File: src/rtl/chan_seq_pkg.sv
package chan_seq_pkg;
    typedef enum logic [1:0] {
        MODE_ONE    = 2'b00,
        MODE_TWO    = 2'b01,
        MODE_THREE  = 2'b10,
        MODE_THREE2 = 2'b11
    } seq_mode_e;
endpackage

File: src/rtl/chan_seq_cfg_check.sv
module chan_seq_cfg_check #(
    parameter int CFG_W     = 9,
    parameter int ORDER_BIT = 7,
    parameter int EN_LSB    = 4,
    parameter int NCH       = 3
) (
    input  logic [CFG_W-1:0] word,
    input  logic [1:0]       mode,
    output logic             bad
);
    import chan_seq_pkg::*;

    localparam int CW = $clog2(NCH + 1);
    localparam logic [CFG_W-1:0] USED_MASK =
        (CFG_W'(1) << ORDER_BIT) | (CFG_W'((1 << NCH) - 1) << EN_LSB);

    logic [NCH-1:0] en;
    logic [CW-1:0]  cnt;

    always_comb begin
        en  = word[EN_LSB +: NCH];
        cnt = '0;
        for (int i = 0; i < NCH; i++) begin
            cnt = cnt + CW'(en[i]);
        end
        bad = |(word & ~USED_MASK);
        case (seq_mode_e'(mode))
            MODE_ONE: bad = bad | (cnt != CW'(1));
            MODE_TWO: bad = bad | (cnt != CW'(2));
            default:  bad = bad;
        endcase
    end
endmodule

File: src/rtl/chan_seq_first.sv
module chan_seq_first #(
    parameter int NCH = 3
) (
    input  logic [NCH-1:0] en,
    input  logic           fwd,
    input  logic [NCH-1:0] fallback,
    output logic [NCH-1:0] first
);
    // Forward order starts at the highest enabled bit, reverse at the lowest.
    always_comb begin
        first = fallback;
        if (fwd) begin
            for (int i = 0; i < NCH; i++) begin
                if (en[i]) begin
                    first    = '0;
                    first[i] = 1'b1;
                end
            end
        end else begin
            for (int i = NCH - 1; i >= 0; i--) begin
                if (en[i]) begin
                    first    = '0;
                    first[i] = 1'b1;
                end
            end
        end
    end
endmodule

File: src/rtl/chan_seq_advance.sv
module chan_seq_advance #(
    parameter int NCH = 3
) (
    input  logic [NCH-1:0] sel,
    input  logic [NCH-1:0] en,
    input  logic           fwd,
    output logic [NCH-1:0] nxt
);
    logic [NCH-1:0] cand;
    logic           found;

    // Walk the ring in the programmed direction until an enabled channel is hit.
    always_comb begin
        nxt   = sel;
        cand  = sel;
        found = 1'b0;
        for (int k = 1; k < NCH; k++) begin
            cand = fwd ? {cand[0], cand[NCH-1:1]} : {cand[NCH-2:0], cand[NCH-1]};
            if (!found && |(cand & en)) begin
                nxt   = cand;
                found = 1'b1;
            end
        end
    end
endmodule

File: src/rtl/chan_seq.sv
module chan_seq #(
    parameter int CFG_W     = 9,
    parameter int ORDER_BIT = 7,
    parameter int EN_LSB    = 4,
    parameter int NCH       = 3,
    parameter logic [CFG_W-1:0] RST_WORD = 9'h0C0
) (
    input  logic             clk,
    input  logic             rst_n,
    input  logic             cfg_we,
    input  logic [CFG_W-1:0] cfg_wdata,
    input  logic [1:0]       mode,
    input  logic             line_sync,
    input  logic             adv,
    output logic [NCH-1:0]   sel,
    output logic             cfg_err
);
    import chan_seq_pkg::*;

    function automatic logic [NCH-1:0] pick_first(logic [NCH-1:0] en, logic fwd);
        logic [NCH-1:0] r;
        r = '0;
        for (int i = 0; i < NCH; i++) begin
            if (fwd && en[i]) begin
                r    = '0;
                r[i] = 1'b1;
            end
        end
        for (int i = NCH - 1; i >= 0; i--) begin
            if (!fwd && en[i]) begin
                r    = '0;
                r[i] = 1'b1;
            end
        end
        return r;
    endfunction

    localparam logic [NCH-1:0] RST_EN  = RST_WORD[EN_LSB +: NCH];
    localparam logic           RST_FWD = RST_WORD[ORDER_BIT];
    localparam logic [NCH-1:0] RST_SEL = pick_first(RST_EN, RST_FWD);

    typedef struct packed {
        logic [CFG_W-1:0] pend;
        logic             act_fwd;
        logic [NCH-1:0]   act_en;
        logic [NCH-1:0]   sel;
        logic             err;
    } seq_state_t;

    seq_state_t     state_d, state_q;
    logic [CFG_W-1:0] pend_nxt;
    logic           pend_bad;
    logic           three_mode;
    logic [NCH-1:0] load_en, run_en;
    logic [NCH-1:0] load_sel, step_sel;

    always_comb begin
        three_mode = mode[1];
        pend_nxt   = cfg_we ? cfg_wdata : state_q.pend;
        load_en    = three_mode ? '1 : state_q.pend[EN_LSB +: NCH];
        run_en     = three_mode ? '1 : state_q.act_en;
    end

    chan_seq_cfg_check #(
        .CFG_W(CFG_W), .ORDER_BIT(ORDER_BIT), .EN_LSB(EN_LSB), .NCH(NCH)
    ) u_check (
        .word (pend_nxt),
        .mode (mode),
        .bad  (pend_bad)
    );

    chan_seq_first #(.NCH(NCH)) u_first (
        .en       (load_en),
        .fwd      (state_q.pend[ORDER_BIT]),
        .fallback (state_q.sel),
        .first    (load_sel)
    );

    chan_seq_advance #(.NCH(NCH)) u_adv (
        .sel (state_q.sel),
        .en  (run_en),
        .fwd (state_q.act_fwd),
        .nxt (step_sel)
    );

    always_comb begin
        state_d      = state_q;
        state_d.pend = pend_nxt;
        state_d.err  = pend_bad;
        if (!state_q.err) begin
            if (line_sync) begin
                state_d.act_fwd = state_q.pend[ORDER_BIT];
                state_d.act_en  = state_q.pend[EN_LSB +: NCH];
                state_d.sel     = load_sel;
            end else if (adv && (seq_mode_e'(mode) != MODE_ONE)) begin
                state_d.sel = step_sel;
            end
        end
    end

    always_ff @(posedge clk or negedge rst_n) begin
        if (!rst_n) begin
            state_q.pend    <= RST_WORD;
            state_q.act_fwd <= RST_FWD;
            state_q.act_en  <= RST_EN;
            state_q.sel     <= RST_SEL;
            state_q.err     <= 1'b0;
        end else begin
            state_q <= state_d;
        end
    end

    assign sel     = state_q.sel;
    assign cfg_err = state_q.err;
endmodule

File: config.mk
export PLATFORM = sky130hd
export DESIGN_NAME = chan_seq
export DESIGN_NICKNAME = d
export VERILOG_FILES = /design/src/rtl/chan_seq_pkg.sv /design/src/rtl/chan_seq_cfg_check.sv /design/src/rtl/chan_seq_first.sv /design/src/rtl/chan_seq_advance.sv /design/src/rtl/chan_seq.sv
export SDC_FILE = /design/constraint.sdc
export NUM_CORES = 1
export LEC_CHECK = 0
export CAP_MARGIN = 20
export CELL_PAD_IN_SITES_DETAIL_PLACEMENT = 0
export CELL_PAD_IN_SITES_GLOBAL_PLACEMENT = 1
export CORE_MARGIN = 2
export CORE_UTILIZATION = 43
export DETAILED_ROUTE_END_ITERATION = 6
export PLACE_DENSITY_LB_ADDON = 0.1
export SETUP_SLACK_MARGIN = 0.5
export SLEW_MARGIN = 20
export SYNTH_ARGS = -nofsm -noshare
export SYNTH_HDL_FRONTEND = slang
export SYNTH_SLANG_ARGS = --single-unit
File: constraint.sdc
create_clock -name clk -period 4.4 [get_ports clk]
set_input_delay 0.44 -clock clk [delete_from_list [all_inputs] [get_ports clk]]
set_output_delay 0.44 -clock clk [all_outputs]
set_load 0.01 [all_outputs]
Word-level counts from Yosys, hierarchy flattened --
Index checks and enable logic that the tools add are counted.
Cells by class: multiplexer cells 18, reduce and logical (&&, ||, !) cells 12, equal/unequal tests 4, bitwise logic cells 5, add/subtract/negate cells 2
Operators with widths (number):
- $mux 3 | 15
- $mux 9 | 1
- $and 3x3->3 | 2
- $reduce_or 3->1 | 2
- $reduce_or 5->1 | 1
- $ne 4x1->1 const B | 1
- $reduce_and 4->1 | 1
- $reduce_bool 2->1 | 2
- $reduce_bool 3->1 | 1
- $add 1x1->2 | 1
- $add 2x1->2 | 1
- $eq 2x1->1 const B | 1
- $logic_and 1x1->1 | 2
- $logic_not 2->1 | 1
- $ne 2x1->1 const B | 1
- $ne 2x2->1 const B | 1
- $or 1x1->1 | 2
- $pmux 1 s2 | 1
- $reduce_and 2->1 | 1
- $logic_not 1->1 | 1
- $mux 1 | 1
- $not 1->1 | 1
Word-level totals: input port bits 16, register bits after elaboration 17, output and inout port bits 4

Longest topological paths before layout --
Gate-level depths: netlist of the first run.
word-level depth 9, depth in mapped cells 7, mapped depth without buffers 6

Cells and area by module --
From an unflattened synthesis of the first run, not the netlist that was laid out.
Second synthesis, totals: cells, all modules 125, area, all modules 1248.7 µm²
By module, submodules not included:
- chan_seq | cells each 50, area each 759.5 µm², sequential area each 431.7 µm², instances 1
- chan_seq_advance | cells each 55, area each 370.4 µm², sequential area each 0.0 µm², instances 1
- chan_seq_cfg_check | cells each 10, area each 63.8 µm², sequential area each 0.0 µm², instances 1
- chan_seq_first | cells each 10, area each 55.1 µm², sequential area each 0.0 µm², instances 1

Worst setup path after synthesis of the first run --
No wires, ideal clock.
path type input port to flip-flop, from in cfg_we, to reg state_q, in the netlist cfg_err, data arrival time 2.019 ns, stages on the path 6, data required time 4.269 ns, buffers on the path 1, setup slack 2.249 ns, cells stage by stage clkbuf_1 mux2i_1 fa_1 nor2_1 a211oi_1 or3_1
On the way: word-level cells in the longest chain between the ends 6, elaborated cells on any way between the ends 9
Ends and longest elaborated chain:
- start: declaration | line chan_seq.sv:10 | input logic cfg_we,
- $mux 9 * | line chan_seq.sv:59 | pend_nxt = cfg_we ? cfg_wdata : state_q.pend;
- $add 1x1->2 | line chan_seq_cfg_check.sv:24 | cnt = cnt + CW'(en[i]);
- $add 2x1->2 | line chan_seq_cfg_check.sv:24
- $ne 2x2->1 / $ne 2x1->1 (equally long branches) | line chan_seq_cfg_check.sv:29, chan_seq_cfg_check.sv:28
- $or 1x1->1 (on tied branches) | line chan_seq_cfg_check.sv:29, chan_seq_cfg_check.sv:28
- $pmux 1 s2 * | line chan_seq_cfg_check.sv:27 | case (seq_mode_e'(mode))
- via pend_bad | line chan_seq.sv:52 | logic pend_bad;
- end signal: assignment | line chan_seq.sv:109 | state_q <= state_d;
- end: declaration | line chan_seq.sv:50 | seq_state_t state_d, state_q;
Mark *: on every way through the listed nets, which the timed path passes. The rest lies on a longest branch. A chain may end at the register's enable or synchronous reset.

Final worst setup path of the first run --
from in mode[1], to reg sel[1] (netlist name)
On the way: word-level cells in the longest chain between the ends 9, elaborated cells on any way between the ends 23
Ends and longest elaborated chain:
- start: declaration | line chan_seq.sv:12 | input logic [1:0] mode,
- $mux 3 | line chan_seq.sv:61 | run_en = three_mode ? '1 : state_q.act_en;
- $and 3x3->3 | line chan_seq_advance.sv:19 | if (!found && |(cand & en)) begin
- $reduce_or 3->1 | line chan_seq_advance.sv:19
- $mux 1 | line chan_seq_advance.sv:19
- $logic_not 1->1 | line chan_seq_advance.sv:19
- $logic_and 1x1->1 | line chan_seq_advance.sv:19
- $mux 3 | line chan_seq_advance.sv:19
- $mux 3 | line chan_seq.sv:95 | end else if (adv && (seq_mode_e'(mode) != MODE_ONE)) begin
- $mux 3 | line chan_seq.sv:91 | if (line_sync) begin
Several ways; a longest one is shown, not always the timed one. The select of a mux whose other input is x is not followed.

==> results of run 1 <==
layout make-up:
type	count	area [sq um]	share of cell area (%)
well taps	30	37.5	2.93
inverters	5	18.8	1.46
flip-flops and latches	17	432	33.7
clock buffers	4	26.3	2.05
multi-input cells	71	578	45.1
repair buffers	19	190	14.8
flip-flops by register name, indices dropped and copies added (netlist names):
name,count
cfg_err,1
sel,3
state_q,13
metal layers:
layer / vias up / global-route usage (%)
met1: 388 / 22.0
met5: - / 0
met4: 0 / 6.25
met3: 2 / 2.19
met2: 23 / 26.5
li1: 402 / -
cell usage after synthesis:
| master | number | area [sq um] |
|---|---|---|
| nand2b_1 | 1 | 6.26 |
| nand3_1 | 1 | 5.00 |
| mux2i_1 | 5 | 50.1 |
| o31a_1 | 2 | 17.5 |
| clkbuf_2 | 1 | 5.00 |
| o32a_1 | 1 | 10.0 |
| o31ai_1 | 1 | 7.51 |
| buf_2 | 1 | 5.00 |
| nor3_2 | 1 | 10.0 |
| dfstp_2 | 5 | 131 |
| o21ai_0 | 3 | 15.0 |
| and3_1 | 2 | 12.5 |
| or4_1 | 1 | 7.51 |
| mux2_4 | 1 | 15.0 |
| nor2_1 | 5 | 18.8 |
| a22o_1 | 1 | 8.76 |
| o21a_1 | 1 | 7.51 |
| clkbuf_1 | 3 | 11.3 |
| nand2_1 | 3 | 11.3 |
| o21bai_1 | 1 | 7.51 |
| buf_4 | 3 | 22.5 |
| nor2b_1 | 2 | 12.5 |
| nor4b_1 | 1 | 8.76 |
| or3_1 | 1 | 6.26 |
| and2_1 | 1 | 6.26 |
| nor3b_1 | 2 | 15.0 |
| a41o_1 | 1 | 10.0 |
| fa_1 | 1 | 20.0 |
| or2_2 | 3 | 18.8 |
| inv_1 | 5 | 18.8 |
| a31oi_1 | 1 | 6.26 |
| dfrtp_1 | 12 | 300 |
| a211oi_1 | 3 | 22.5 |
| buf_6 | 2 | 22.5 |
| a221o_1 | 1 | 10.0 |
| mux2_2 | 15 | 169 |
| nand4b_1 | 1 | 8.76 |
| nor3_1 | 5 | 25.0 |
| o221ai_1 | 1 | 8.76 |
| a222oi_1 | 2 | 20.0 |
where the power goes:
part | total, mW | switching, mW | internal (mW)
combinational | 0.258 | 0.104 | 0.154
clock | 0.0800 | 0.0449 | 0.0351
sequential | 0.256 | 0.0566 | 0.200
per-stage QoR:
| stage | cells | hold WS [ns] |
|---|---|---|
| 2_1_floorplan | 103 | 0.144 |
| 3_3_place_gp | 142 | 0.477 |
| 3_5_place_dp | 142 | 0.485 |
| 4_1_cts | 146 | 0.506 |
| 5_1_grt | 146 | 0.526 |
| 6_report | 146 | 0.504 |
cells in the final DEF, fill, tap and decap left out, drive strengths merged, types with 2 or more instances in the layout:
cell type       n
clkdlybuf4s50  19
mux2           16
dfrtp          12
nor3            6
mux2i           5
inv             5
nor2            5
dfstp           5
clkbuf          4
nand2           3
a211oi          3
or2             3
o21ai           3
a222oi          2
and3            2
nor2b           2
o31a            2
nor3b           2
worst paths after layout:
check / start / endpoint / slack [ns] / cells past startpoint
max: mode[1] / sel[1] / 2.03 / 6
min: state_q[8] / state_q[8] / 0.50 / 1
max reg2reg: state_q[7] / sel[1] / 2.03 / 5
min reg2reg: state_q[8] / state_q[8] / 0.50 / 1
max in group asynchronous: rst_n / sel[0] / 3.33 / 1
min in group asynchronous: rst_n / state_q[4] / 0.60 / 1
cells by family after synthesis:
family | after synthesis | synth area share [%]
AO/OA/AOI/OAI | 19 | 13.8
AND/OR/NAND/NOR | 30 | 15.8
adder cells (fa/ha/maj) | 1 | 1.83
flip-flops | 17 | 39.4
buffers and inverters | 15 | 7.77
multiplexers | 21 | 21.4
==> results.json, run 1 <==
{
  "run_status": "finished clean",
  "fmax_ghz": 0.421,
  "synth_area_sq_um": 1090,
  "cts.htree.levels": 1,
  "die_w_microns": 54.5,
  "setup.worst_path.class": "in2reg",
  "power.density_nw_per_um2": 464,
  "clk_pin_slew_worst_paths_ns": 0.09,
  "syn_nets": 120,
  "via_per_inst": 5.58,
  "vdd_drop_max_mv": 0.251,
  "start_kind": "input pin",
  "cpMaxStageDelayCell": "a222oi_1",
  "wl_met2_microns": 1010,
  "yosys_warnings": 0,
  "fin_crit_ns": 2.37,
  "initial_core_util_pct": 44.6,
  "layout-drive-gt1-share_pct": 24.1,
  "path_buf_inv": 1,
  "synth-seq-cells": 17,
  "syn_inst": 103,
  "fin_tns_setup_ns": 0,
  "tightest_slew_ns": 0.755,
  "route.met3.wl_microns": 71,
  "setup_viol": 0,
  "final_hold_viol_count": 0,
  "cts-root-buf": "clkbuf_4",
  "clock_skew_ns": 0.00110,
  "core_sq_um": 2450,
  "p_leak_nw": 0.520,
  "routedWlPerCell_microns": 14.2,
  "slew_headroom_pct": 49.5,
  "dpl.hpwl_microns": 1610,
  "worstPathMaxFanout": 10,
  "clkLatencyLatePin_ns": 0.28,
  "hold_class": "reg2reg",
  "syn_avg_cell_area_sq_um": 10.6,
  "postCtsHoldBufs": 0,
  "worstPathArrival_ns": 2.54,
  "drt.antenna.violating_nets": 0,
  "highest_layer": "met4",
  "synth_cell_types": 40,
  "critPathMaxStageDelay_ns": 0.57,
  "path_delay_family": "compound AO/OA/AOI/OAI gates",
  "numCtsBuffers": 3,
  "clock-sinks": 17,
  "placed_cell_area_sq_um": 1260,
  "vias": 815,
  "grt_setup_unrepaired": "false",
  "post-route-period-util_pct": 54.0,
  "tritoncts": "done",
  "grt_max_degree": 18,
  "antenna_found_initial": 0,
  "grt_usage_pct": 16.3,
  "place.gp.congestion": 0.736,
  "finalNetCount": 134,
  "setup_ws_ns": 2.03,
  "diodes": 0,
  "critPathCaptureType": "register",
  "grt_pass1_wl_microns": 3420,
  "cp.required_ns": 4.57,
  "cts.repair.resized": 0,
  "first_pass_iters": 5,
  "place_ws_ns": 1.72,
  "grt_pass1_vias": 735,
  "final_max_slew_viol_count": 0,
  "design_area_sq_um": 1280,
  "totalWireLength_microns": 2070,
  "utilization_pct": 52.2,
  "max-cap-violations": 0,
  "cts.path.max_buffers": 2,
  "area_growth_pct": 17.1,
  "die_h_microns": 54.5,
  "num_rows": 18,
  "drc": 0,
  "postCtsSetupRepairBufs": 0,
  "ys_seq_area_share_pct": 39.4,
  "wirelength_met1_microns": 977,
  "path_cells": "clkdlybuf4s50_1 -> or2_2 -> a222oi_1 -> nor3_2 -> o21a_1 -> o32a_1",
  "grt_overflow": 0,
  "die_area_sq_um": 2970,
  "io-pin-count": 20,
  "power.total_uw": 595,
  "fillers": 233,
  "initialDrtViolationCount": 31,
  "port_buffers": 19
}
Note: power is estimated with default switching activity, not from simulation.
==> run 2, diff against run 1 <==
--- a/config.mk
+++ b/config.mk
@@ -9,7 +9,7 @@
 export CELL_PAD_IN_SITES_DETAIL_PLACEMENT = 0
 export CELL_PAD_IN_SITES_GLOBAL_PLACEMENT = 1
 export CORE_MARGIN = 2
-export CORE_UTILIZATION = 43
+export CORE_UTILIZATION = 40
 export DETAILED_ROUTE_END_ITERATION = 6
 export PLACE_DENSITY_LB_ADDON = 0.1
 export SETUP_SLACK_MARGIN = 0.5
==> constraint.sdc (replaced) <==
create_clock -name clk -period 2.3 [get_ports clk]
set_input_delay 0.23 -clock clk [delete_from_list [all_inputs] [get_ports clk]]
set_output_delay 0.23 -clock clk [all_outputs]
set_load 0.01 [all_outputs]
==> results.json, run 2 (synthesized netlist as in run 1, its figures left out) <==
{
  "placed_cell_area_sq_um": 1320,
  "setup_ws_ns": 0.212,
  "critPathMaxStageDelay_ns": 0.63,
  "first_pass_iters": 5,
  "fillers": 227,
  "initialDrtViolationCount": 26,
  "post-route-period-util_pct": 90.8,
  "path_buf_inv": 0,
  "diodes": 0,
  "clk_pin_slew_worst_paths_ns": 0.10,
  "slew_headroom_pct": 46.7,
  "path_delay_family": "compound AO/OA/AOI/OAI gates",
  "antenna_found_initial": 0,
  "clkLatencyLatePin_ns": 0.28,
  "top_register": "state_q",
  "place_ws_ns": -0.00600,
  "num_rows": 18,
  "routedWlPerCell_microns": 15.6,
  "die_area_sq_um": 3170,
  "via_per_inst": 5.46,
  "drc": 0,
  "final_cell_mix": "clkdlybuf4s50_1, mux2_2, dfrtp_1, buf_4",
  "worstPathMaxFanout": 7,
  "fin_tns_setup_ns": 0,
  "critPathCaptureType": "register",
  "utilization_pct": 58.4,
  "vdd_drop_max_mv": 0.511,
  "place.gp.congestion": 0.729,
  "postCtsHoldBufs": 0,
  "start_kind": "register",
  "clock-sinks": 17,
  "die_h_microns": 56.3,
  "setup.worst_path.class": "reg2reg",
  "grt_setup_unrepaired": "true",
  "tritoncts": "done",
  "switching_power_uw": 477,
  "grt_max_degree": 18,
  "design_area_sq_um": 1490,
  "cts.htree.levels": 1,
  "grt_pass1_vias": 863,
  "cts.path.max_buffers": 2,
  "die_w_microns": 56.3,
  "p_leak_nw": 0.597,
  "grt_usage_pct": 15.9,
  "layout_commonest_cell": "clkdlybuf4s50_1",
  "layout-drive-gt1-share_pct": 38.5,
  "stdcell_count": 160,
  "grt_pass1_wl_microns": 4020,
  "setup_viol": 0,
  "worstPathArrival_ns": 2.26,
  "p_sw_share_pct": 36.2,
  "hold_ws_ns": 0.402,
  "path_cells": "mux2_2 -> a22o_1 -> nor3_4 -> a211oi_2 -> o32a_1",
  "pwr-share-clk_pct": 11.6,
  "hold_class": "in2async",
  "fin_crit_ns": 2.09,
  "largest_register_ffs": 13,
  "totalWireLength_microns": 2500,
  "cp.required_ns": 2.47,
  "rr_startpoint": "state_q[7]",
  "crit_start": "state_q[7]",
  "grt_overflow": 0,
  "combPwrFrac_pct": 52.6,
  "area_growth_pct": 35.8,
  "power.total_mw": 1.32,
  "power.density_nw_per_um2": 888,
  "fmax_ghz": 0.479,
  "initial_core_util_pct": 43.0,
  "port_buffers": 19,
  "core_sq_um": 2540,
  "cpMaxStageDelayCell": "dfstp_2",
  "vias": 873,
  "numCtsBuffers": 3,
  "clock_skew_ns": 0.00577,
  "final_max_slew_viol_count": 0,
  "tightest_slew_ns": 0.797,
  "max-cap-violations": 0,
  "dp_cells": 149,
  "seq_power_share_pct": 35.8,
  "io-pin-count": 20,
  "final_hold_viol_count": 0,
  "drt.antenna.violating_nets": 0,
  "p_int_uw": 843,
  "finalNetCount": 148,
  "run_status": "finished clean",
  "cts-root-buf": "clkbuf_4",
  "dpl.hpwl_microns": 1720
}
## run 2: final cells by class
class | count | area (sq um) | area share (%)
Multi-Input combinational cell | 71 | 657 | 44.2
Sequential cell | 17 | 433 | 29.1
Timing Repair Buffer | 33 | 314 | 21.1
Tap cell | 30 | 37.5 | 2.53
Clock buffer | 4 | 26.3 | 1.77
Inverter | 5 | 18.8 | 1.26
## run 2: routing by layer
| metal | vias up | part of all wire, % | wire length (microns) | global-route usage [%] |
|---|---|---|---|---|
| li1 | 432 | - | - | - |
| met1 | 420 | 44 | 1090 | 20.2 |
| met2 | 19 | 52 | 1310 | 27.7 |
| met3 | 2 | 3.5 | 87 | 2.07 |
| met4 | 0 | 0.52 | 13 | 5.78 |
| met5 | - | 0 | 0 | 0 |
## run 2: path summary, 6_finish.rpt
kind | cells past startpoint | slack [ns] | end
worst max-delay path | 5 | 0.21 | sel[1]
worst min-delay path | 1 | 0.40 | state_q[9]
worst max register to register | 5 | 0.21 | sel[1]
worst min register to register | 1 | 0.51 | state_q[10]
max in group asynchronous | 1 | 1.35 | state_q[12]
min in group clk | 4 | 0.50 | state_q[13]
## run 2: power groups by stage
stage	clock (mW)	sequential (mW)	combinational, mW
after floorplan	0	0.428	0.461
after global placement	0	0.470	0.564
final	0.153	0.472	0.695
after detailed placement	0	0.477	0.569
after CTS	0.164	0.471	0.652
after global routing	0.170	0.486	0.748
## run 2: repair_timing
item	in CTS	in global routing
endpoints found under the setup margin	4	4
pin swaps	5	7
gates resized for setup	11	6
buffers inserted	6	1
